## config.mk

```make
export PLATFORM = sky130hd
export DESIGN_NAME = resp_select
export DESIGN_NICKNAME = d
export VERILOG_FILES = /design/src/rtl/rsel_pkg.sv /design/src/rtl/rsel_token_ring.sv /design/src/rtl/rsel_map_select.sv /design/src/rtl/rsel_hold_out.sv /design/src/rtl/rsel_encode.sv /design/src/rtl/resp_select.sv
export SDC_FILE = /design/constraint.sdc
export NUM_CORES = 1
export LEC_CHECK = 0
export BUFFER_PORTS_ARGS = -buffer_cell sky130_fd_sc_hd__buf_2
export CAP_MARGIN = 20
export CORE_MARGIN = 2
export CORE_UTILIZATION = 30
export DETAILED_ROUTE_END_ITERATION = 6
export PLACE_DENSITY = 0.55
export SLEW_MARGIN = 20
export SYNTH_ARGS = -nofsm -noshare
export SYNTH_HDL_FRONTEND = slang
export SYNTH_SLANG_ARGS = --single-unit
```

## constraint.sdc

```tcl
create_clock -name clk -period 1.34 [get_ports clk]
set_input_delay 0.067 -clock clk [delete_from_list [all_inputs] [get_ports clk]]
set_output_delay 0.067 -clock clk [all_outputs]
set_load 0.01 [all_outputs]
```

## src/rtl/rsel_pkg.sv

```systemverilog
// Shared sizes and the default position-to-response table.
// Assumes: each 2-bit table entry names a response index 0..3.
package rsel_pkg;
    localparam int STIM_W   = 2;
    localparam int RING_LEN = 8;
    localparam int N_RESP   = 4;
    // Entry for stimulus s, position p sits at [(s*RING_LEN+p)*2 +: 2].
    // s0: 4/8 r0, 2/8 r1, 1/8 r2, 1/8 r3; s1: 3/8 r1, 3/8 r2, 2/8 r3;
    // s2: always r2; s3: 2/8 each.
    localparam logic [63:0] DEF_MAP = 64'hE4E4_AAAA_E667_E500;
endpackage

```

## src/rtl/rsel_token_ring.sv

```systemverilog
// Circulating single-token ring that starts itself.
// Assumes: reset leaves the ring empty; an empty ring injects at position 0.
module rsel_token_ring #(
    parameter int LEN = 8
) (
    input  logic           clk,
    input  logic           rst_n,
    output logic [LEN-1:0] ring
);
    // Inject a token when empty, else rotate toward higher index.
    always_ff @(posedge clk) begin
        if (!rst_n)
            ring <= '0;
        else if (ring == '0)
            ring <= LEN'(1);
        else
            ring <= {ring[LEN-2:0], ring[LEN-1]};
    end

    a_r1_single_token: assert property (@(posedge clk) disable iff (!rst_n)
        $onehot0(ring));
    a_r3_inject: assert property (@(posedge clk) disable iff (!rst_n)
        (ring == '0) |=> (ring == LEN'(1)));
    a_r3_rotate: assert property (@(posedge clk) disable iff (!rst_n)
        (ring != '0) |=> (ring == {$past(ring[LEN-2:0]), $past(ring[LEN-1])}));
endmodule

```

## src/rtl/rsel_map_select.sv

```systemverilog
// Position-to-response OR network per stimulus plus the stimulus selector.
// Assumes: ring carries at most one high bit, so at most one line is high.
module rsel_map_select #(
    parameter int STIM_W = 2,
    parameter int LEN    = 8,
    parameter int N_RESP = 4,
    parameter int IDX_W  = 2,
    parameter logic [(2**STIM_W)*LEN*IDX_W-1:0] MAP = '0
) (
    input  logic [LEN-1:0]    ring,
    input  logic [STIM_W-1:0] stim,
    output logic [N_RESP-1:0] cand
);
    localparam int N_STIM = 2 ** STIM_W;

    // Ring positions that a given stimulus routes to a given response.
    function automatic logic [LEN-1:0] pos_mask(input int s, input int r);
        logic [LEN-1:0] m;
        m = '0;
        for (int p = 0; p < LEN; p++)
            m[p] = (int'(MAP[(s*LEN+p)*IDX_W +: IDX_W]) == r);
        return m;
    endfunction

    logic [N_STIM-1:0][N_RESP-1:0] lines;

    for (genvar s = 0; s < N_STIM; s++) begin : g_stim
        for (genvar r = 0; r < N_RESP; r++) begin : g_resp
            localparam logic [LEN-1:0] MASK = pos_mask(s, r);
            // One response line: OR of the ring positions assigned to it.
            assign lines[s][r] = |(ring & MASK);
        end
    end

    // The stimulus picks its own mapping.
    assign cand = lines[stim];
endmodule

```

## src/rtl/rsel_hold_out.sv

```systemverilog
// Stimulus sampler and held response register with a change-only enable.
// Assumes: cand is computed from the live stimulus input.
module rsel_hold_out #(
    parameter int STIM_W = 2,
    parameter int N_RESP = 4
) (
    input  logic              clk,
    input  logic              rst_n,
    input  logic [STIM_W-1:0] stim,
    input  logic [N_RESP-1:0] cand,
    output logic [N_RESP-1:0] resp
);
    logic [STIM_W-1:0] stim_q;
    logic              chg;

    // Stimulus differs from the value captured on the last edge.
    assign chg = |(stim ^ stim_q);

    // Sample the stimulus each clock.
    always_ff @(posedge clk) begin
        if (!rst_n) stim_q <= '0;
        else        stim_q <= stim;
    end

    // Load the candidate only on the edge that captures a change.
    always_ff @(posedge clk) begin
        if (!rst_n)   resp <= '0;
        else if (chg) resp <= cand;
    end

    a_r6_load: assert property (@(posedge clk) disable iff (!rst_n)
        chg |=> (resp == $past(cand)));
    a_r7_hold: assert property (@(posedge clk) disable iff (!rst_n)
        !chg |=> $stable(resp));
endmodule

```

## src/rtl/rsel_encode.sv

```systemverilog
// One-hot to binary index encoder for the held response.
// Assumes: at most one input line is high; none high gives zero.
module rsel_encode #(
    parameter int N_RESP = 4,
    parameter int IDX_W  = 2
) (
    input  logic [N_RESP-1:0] onehot,
    output logic [IDX_W-1:0]  idx
);
    // OR together the indices of the high lines.
    always_comb begin
        idx = '0;
        for (int i = 0; i < N_RESP; i++)
            if (onehot[i]) idx = idx | IDX_W'(i);
    end
endmodule

```

## src/rtl/resp_select.sv

```systemverilog
// Probabilistic one-hot response selector: ring, mapping network,
// change-only hold register and binary encoder.
// Assumes: stim is synchronous to clk; MAP holds 2**STIM_W tables.
module resp_select #(
    parameter int STIM_W   = rsel_pkg::STIM_W,
    parameter int RING_LEN = rsel_pkg::RING_LEN,
    parameter int N_RESP   = rsel_pkg::N_RESP,
    parameter logic [(2**STIM_W)*RING_LEN*$clog2(N_RESP)-1:0] MAP = rsel_pkg::DEF_MAP
) (
    input  logic                       clk,
    input  logic                       rst_n,
    input  logic [STIM_W-1:0]          stim,
    output logic [N_RESP-1:0]          resp,
    output logic [$clog2(N_RESP)-1:0]  resp_code
);
    localparam int IDX_W = $clog2(N_RESP);

    logic [RING_LEN-1:0] ring;
    logic [N_RESP-1:0]   cand;

    rsel_token_ring #(.LEN(RING_LEN)) u_ring (
        .clk   (clk),
        .rst_n (rst_n),
        .ring  (ring)
    );

    rsel_map_select #(
        .STIM_W (STIM_W),
        .LEN    (RING_LEN),
        .N_RESP (N_RESP),
        .IDX_W  (IDX_W),
        .MAP    (MAP)
    ) u_map (
        .ring (ring),
        .stim (stim),
        .cand (cand)
    );

    rsel_hold_out #(.STIM_W(STIM_W), .N_RESP(N_RESP)) u_hold (
        .clk   (clk),
        .rst_n (rst_n),
        .stim  (stim),
        .cand  (cand),
        .resp  (resp)
    );

    rsel_encode #(.N_RESP(N_RESP), .IDX_W(IDX_W)) u_enc (
        .onehot (resp),
        .idx    (resp_code)
    );

    a_r5_cand_onehot: assert property (@(posedge clk) disable iff (!rst_n)
        (ring != '0) |-> $onehot(cand));
    a_r1_resp_onehot0: assert property (@(posedge clk) disable iff (!rst_n)
        $onehot0(resp));
    a_r8_code_match: assert property (@(posedge clk) disable iff (!rst_n)
        (resp != '0) |-> resp[resp_code]);
endmodule

```

==> results.toml, run 1 <==
[clocking]
post_cts_resize_count = 0
clk_path_buf_depth = 2
cts_hold_buffers = 0
cts_buffers = 3
clock_sink_count = 14
htreeDepth = 1
clockRootBuffer = "sky130_fd_sc_hd__clkbuf_4"
worst_skew_pair.late_latency_ns = 0.27
cts_setup_buffers = 0
worst_setup_hold_path_clk_slew_ns = 0.07
tritoncts_clock_tree = "done"

[die]
design.die.area_um2 = 2440
initial_core_util = 0.316
coreArea_um2 = 1960
fp.dieW_um = 49.4
fp.dieH_um = 49.4
io_pins = 10
std_cell_rows = 16

[power]
power_switching_uw = 206
power.combinational.fraction = 0.170
seqPwrFrac = 0.559
power.clock.fraction = 0.270
ir_drop_uv = 486
total_leakage_power_uw = 0.000307
internal_uw = 614
power_density_normalized_to_cell_area_nw_per_um2 = 1170
post-layout-total-power_uw = 820
switching_share = 0.251

[final_layout]
drive_above_1_share = 0.314
synthToLayoutAreaGrowth_pct = 12.7
finish.instance_area_um2 = 698
antenna-diode-count = 0
layout.nets = 76
mostFrequentLayoutCells = "14 x sky130_fd_sc_hd__dfxtp_1, 9 x sky130_fd_sc_hd__buf_2, 8 x sky130_fd_sc_hd__and2_1"
count_of_fill_cells_added_during_filler_insertion = 223
final_common_cell = "sky130_fd_sc_hd__dfxtp_1"
final_cell_count_no_fill = 97

[setup_path]
criticalPathCategory = "reg2reg"
startpoint_type = "flip-flop"
cp_max_fo = 4
worst_setup_path_end_kind = "flip-flop"
critical_path_required_ns = 1.50
critPathArrivalTime_ns = 1.28

[yosys]
ys_seq_elements = 14
mappedNetlistNets = 65
cells_after_synth = 61
netlist_area_pre_place_um2 = 619
post_synth.cell_area_avg_um2 = 10.2
synth_flop_cell = "sky130_fd_sc_hd__dfxtp_1"
yosysWarningCount = 0
synth.yosys.seq_area_share = 0.453
synthArstFlopShare = 0
synth_edf_count = 0
synth.lib_cells_used.distinct = 30

[detailed_routing]
drc = 0
drtPass1Iterations = 4
drt.antenna.violating_nets = 0
number_of_vias_after_detailed_routing = 452
vias_per_cell = 4.66
wl_per_cell_um = 11.5
number_of_drc_markers_in_iteration_0 = 13
routed_wire_length_um = 1120

[grt]
first_global_vias = 415
grt_first_pass_wirelength_um = 1970
overflow = 0
maximum_number_of_pins_on_one_net_before_global_route_repair = 16
antenna_found_initial = 0
grtUsageTotal = 0.107

[sta]
clock-skew-final_ns = 0.00616
report.final.hold_viol_count = 0
max_freq_mhz = 893
report.final.setup_viol = 0
final.min_clock_period_ns = 1.12
fin_tns_setup_ns = 0
ratio_of_final_minimum_period_to_clock_period = 0.836
unrepaired_setup_endpoints_after_global_routing = "no"
postLayoutSetupSlackWorst_ns = 0.220
finalMaxSlewViolations = 0
worst_slew_margin_rel = 0.765
tightest_slew_ns = 0.350

[placed_design]
estimated_wirelength_of_the_detail_placed_design_um = 801
placer_congestion = 0.685
dpl_cell_area_um2 = 676
place.detailed.instances = 94
port_buffers = 9
preCtsSetupSlack_ns = 0.234

[hold_path]
min-delay-path-class = "in2reg"

[run_status]
status = "complete, no violations"

[job]
timing.max_cap.violations = 0
[power by group through the flow]
stage                     Combinational, µW  Clock (µW)  Sequential [µW]
final                                   140         222              458
after detailed placement                140           0              469
after global placement                  141           0              468
after global routing                    156         259              463
after floorplan                         103           0              469
after CTS                               141         236              459
[routing by layer]
metal / share of wire / GRT usage / vias to the layer above
li1: - / - / 231
met1: 0.50 / 0.147 / 209
met2: 0.43 / 0.149 / 12
met3: 0.062 / 0.0307 / 0
met4: 0 / 0.0556 / 0
met5: 0 / 0 / -
[layout make-up]
type | count | area (µm²) | share of cell area
multi-input cells | 44 | 317 | 0.453
flip-flops and latches | 14 | 280 | 0.401
repair buffers | 9 | 45.0 | 0.0645
well taps | 27 | 33.8 | 0.0484
clock buffers | 3 | 22.5 | 0.0323
[critical path, stage by stage (launching register included)]
cell and delay, ns:
sky130_fd_sc_hd__dfxtp_1 0.35, sky130_fd_sc_hd__nor4_2 0.40, sky130_fd_sc_hd__o311ai_1 0.14, sky130_fd_sc_hd__o211a_1 0.14
[through the flow]
stage               hold WS [ns]   util
floorplan                  0.195      -
global placement           0.431  0.344
detailed placement         0.433  0.344
CTS                        0.143  0.356
global route               0.149  0.356
finish                     0.149  0.356
[worst paths after layout]
path | from | end | slack [ns] | cells after the start
worst min register to register | u_hold.resp[1] | u_hold.resp[1] | 0.48 | 2
worst max register to register | u_ring.ring[0] | u_hold.resp[0] | 0.22 | 3
worst min-delay path | rst_n | u_hold.resp[0] | 0.15 | 2
worst max-delay path | u_ring.ring[0] | u_hold.resp[0] | 0.22 | 3
[sequential cells by signal (all words and copies together) (netlist names)]
name	cells
u_ring.ring	8
u_hold.resp	4
u_hold.stim_q	2
[cell families (layout without fill, tap and decap cells)]
kind of cell | count (synthesis) | after routing | share of synthesized area
and+or+nand+nor | 26 | 26 | 0.271
AOI/OAI and AO/OA | 15 | 15 | 0.164
DFF | 14 | 14 | 0.453
buffers and inverters | 3 | 12 | 0.0364
xor gates and xnor gates | 2 | 2 | 0.0525
muxes | 1 | 1 | 0.0242
[Yosys cell counts, drive strengths merged (2+ instances only)]
cell type	instances	share of area
or2	3	0.030
a21o	2	0.024
dfxtp	14	0.45
nand2b	3	0.030
nor4	2	0.030
xnor2	2	0.053
a21oi	3	0.024
buf	2	0.030
and2	9	0.093
nor2b	3	0.030
o21ai	3	0.024
nand2	2	0.016
Note: power is estimated with default switching activity, not from simulation.
==> run 2: changes to the inputs <==
- PLACE_DENSITY: 0.55 -> 0.56
- clock period: 1.34 -> 0.9 ns (I/O delays scaled with it)
==> results.toml, run 2 (synthesis results as in run 1) <==
[final_layout]
finish.instance_area_um2 = 905
antenna-diode-count = 0
count_of_fill_cells_added_during_filler_insertion = 213
drive_above_1_share = 0.588
final_core_utilization = 0.461
final_common_cell = "sky130_fd_sc_hd__buf_4"
biggestRegsByFlops = "u_ring.ring: 8 flops, u_hold.resp: 4 flops, u_hold.stim_q: 2 flops"
layout.nets = 90
max_flop_register = "u_ring.ring"
synthToLayoutAreaGrowth_pct = 46.1
largest_reg_flops = 8
mostFrequentLayoutCells = "12 x sky130_fd_sc_hd__buf_4, 10 x sky130_fd_sc_hd__dfxtp_2, 8 x sky130_fd_sc_hd__and2_1"

[sta]
max_freq_mhz = 949
unrepaired_setup_endpoints_after_global_routing = "yes"
ratio_of_final_minimum_period_to_clock_period = 1.17
worst_slew_margin_rel = 0.797
tightest_slew_ns = 0.305
postLayoutSetupSlackWorst_ns = -0.154
report.final.hold_viol_count = 0
report.final.setup_viol = 7
clock-skew-final_ns = 0.00236
finalMaxSlewViolations = 0
final.min_clock_period_ns = 1.05

[setup_path]
worst_setup_path_end_kind = "flip-flop"
number_of_cells_on_the_worst_reg_to_reg_path = 3
startpoint_type = "flip-flop"
r2r_end = "u_hold.resp[0]"
critPathArrivalTime_ns = 1.23
criticalPathCategory = "reg2reg"
rrSetupSlack_ns = -0.15
critical_path.reg2reg.startpoint = "u_ring.ring[2]"
cp_max_fo = 3
critical_path_required_ns = 1.08

[detailed_routing]
routed_wire_length_um = 1280
drc = 0
number_of_drc_markers_in_iteration_0 = 16
vias_per_cell = 4.47
number_of_vias_after_detailed_routing = 501
wl_per_cell_um = 11.4
drtPass1Iterations = 4
drt.antenna.violating_nets = 0

[grt]
met1_usage = 0.142
antenna_found_initial = 0
first_global_vias = 463
grt_first_pass_wirelength_um = 2060
grt.met2_usage = 0.167
global_routing_usage_on_met3 = 0.0460
maximum_number_of_pins_on_one_net_before_global_route_repair = 16
grtUsageTotal = 0.115
busiest_grt_layer = "met2"
overflow = 0

[clocking]
cts_buffers = 3
tritoncts_clock_tree = "done"
clk_path_buf_depth = 2
worst_skew_pair.late_latency_ns = 0.28
clockRootBuffer = "sky130_fd_sc_hd__clkbuf_4"
htreeDepth = 1
worst_setup_hold_path_clk_slew_ns = 0.08
clock_sink_count = 14

[placed_design]
placer_congestion = 0.800
estimated_wirelength_of_the_detail_placed_design_um = 888
port_buffers = 9
dpl_cell_area_um2 = 779

[die]
initial_core_util = 0.316
std_cell_rows = 16
coreArea_um2 = 1960
io_pins = 10
fp.dieH_um = 49.4
design.die.area_um2 = 2440
fp.dieW_um = 49.4

[run_status]
failing_checks = "setup timing"
status = "finished, violations left"

[power]
ir_drop_uv = 1270
post-layout-total-power_uw = 1450
total_leakage_power_uw = 0.000403
power_density_normalized_to_cell_area_nw_per_um2 = 1610

[hold_path]
holdPathEnd = "u_hold.stim_q[0]"
min-delay-path-class = "in2reg"
whs_path_depth = 2
hp-start = "stim[0]"

[job]
timing.max_cap.violations = 0
## run 2: cell types whose count changed in the layout (fill, tap and decap cells not counted), moves of 5 or more
cell	previous run	this run
sky130_fd_sc_hd__dfxtp_1	14	4
sky130_fd_sc_hd__dfxtp_2	0	10
sky130_fd_sc_hd__buf_4	0	12
sky130_fd_sc_hd__buf_6	0	5
## run 2: metal layers
metal	wire length, µm	vias up
li1	-	262
met1	611	229
met2	612	8
met3	37	2
met4	15	0
met5	0	-
## run 2: stage by stage
| stage | instances | worst slack (ns) | hold slack [ns] | setup TNS, ns |
|---|---|---|---|---|
| global placement | 107 | -0.178 | 0.399 | -0.688 |
| detailed placement | 107 | -0.179 | 0.397 | -0.680 |
| floorplan | 61 | -0.0749 | 0.173 | -0.212 |
| finish | 112 | -0.154 | 0.0972 | -0.848 |
| CTS | 112 | -0.142 | 0.0820 | -0.886 |
| global route | 112 | -0.211 | 0.0732 | -1.28 |
## run 2: timing repair
| item | in CTS | in global routing |
|---|---|---|
| endpoints found under the setup margin | 7 | 8 |
| pin swaps | 6 | 5 |
| hold buffers | 0 | 0 |
| cloned | 0 | 0 |
| setup buffers | 1 | 0 |
| hold endpoints to repair | 0 | 0 |
| gates resized for setup | 17 | 6 |
## run 2: layout make-up
| type | count | area [µm²] | area share |
|---|---|---|---|
| clock buffers | 4 | 36.3 | 0.0401 |
| multi-input cells | 44 | 365 | 0.404 |
| flip-flops and latches | 14 | 293 | 0.324 |
| well taps | 27 | 33.8 | 0.0373 |
| repair buffers | 23 | 176 | 0.195 |
## run 2: how the worst max path moves through the flow
| stage | startpoint | end | cells past startpoint |
|---|---|---|---|
| after floorplan | u_ring.ring[2] | u_hold.resp[0] | 3 |
| after global placement | u_ring.ring[2] | u_hold.resp[0] | 3 |
| after detailed placement | u_ring.ring[2] | u_hold.resp[0] | 3 |
| after CTS | u_ring.ring[2] | u_hold.resp[0] | 3 |
| after global routing | u_hold.stim_q[1] | u_hold.resp[3] | 3 |
| final | u_ring.ring[2] | u_hold.resp[0] | 3 |
## run 2: power by group
group | internal, µW | total, µW | switching [µW] | leakage [µW]
sequential | 658 | 688 | 30.0 | 0.000119
clock | 246 | 453 | 207 | 0.0000210
combinational | 183 | 313 | 130 | 0.000263
## run 2: critical path, cell delays in order, from the launching register on
cell and delay, ns:
sky130_fd_sc_hd__dfxtp_2 0.35, sky130_fd_sc_hd__nor4_4 0.34, sky130_fd_sc_hd__o311ai_1 0.12, sky130_fd_sc_hd__o211a_1 0.14
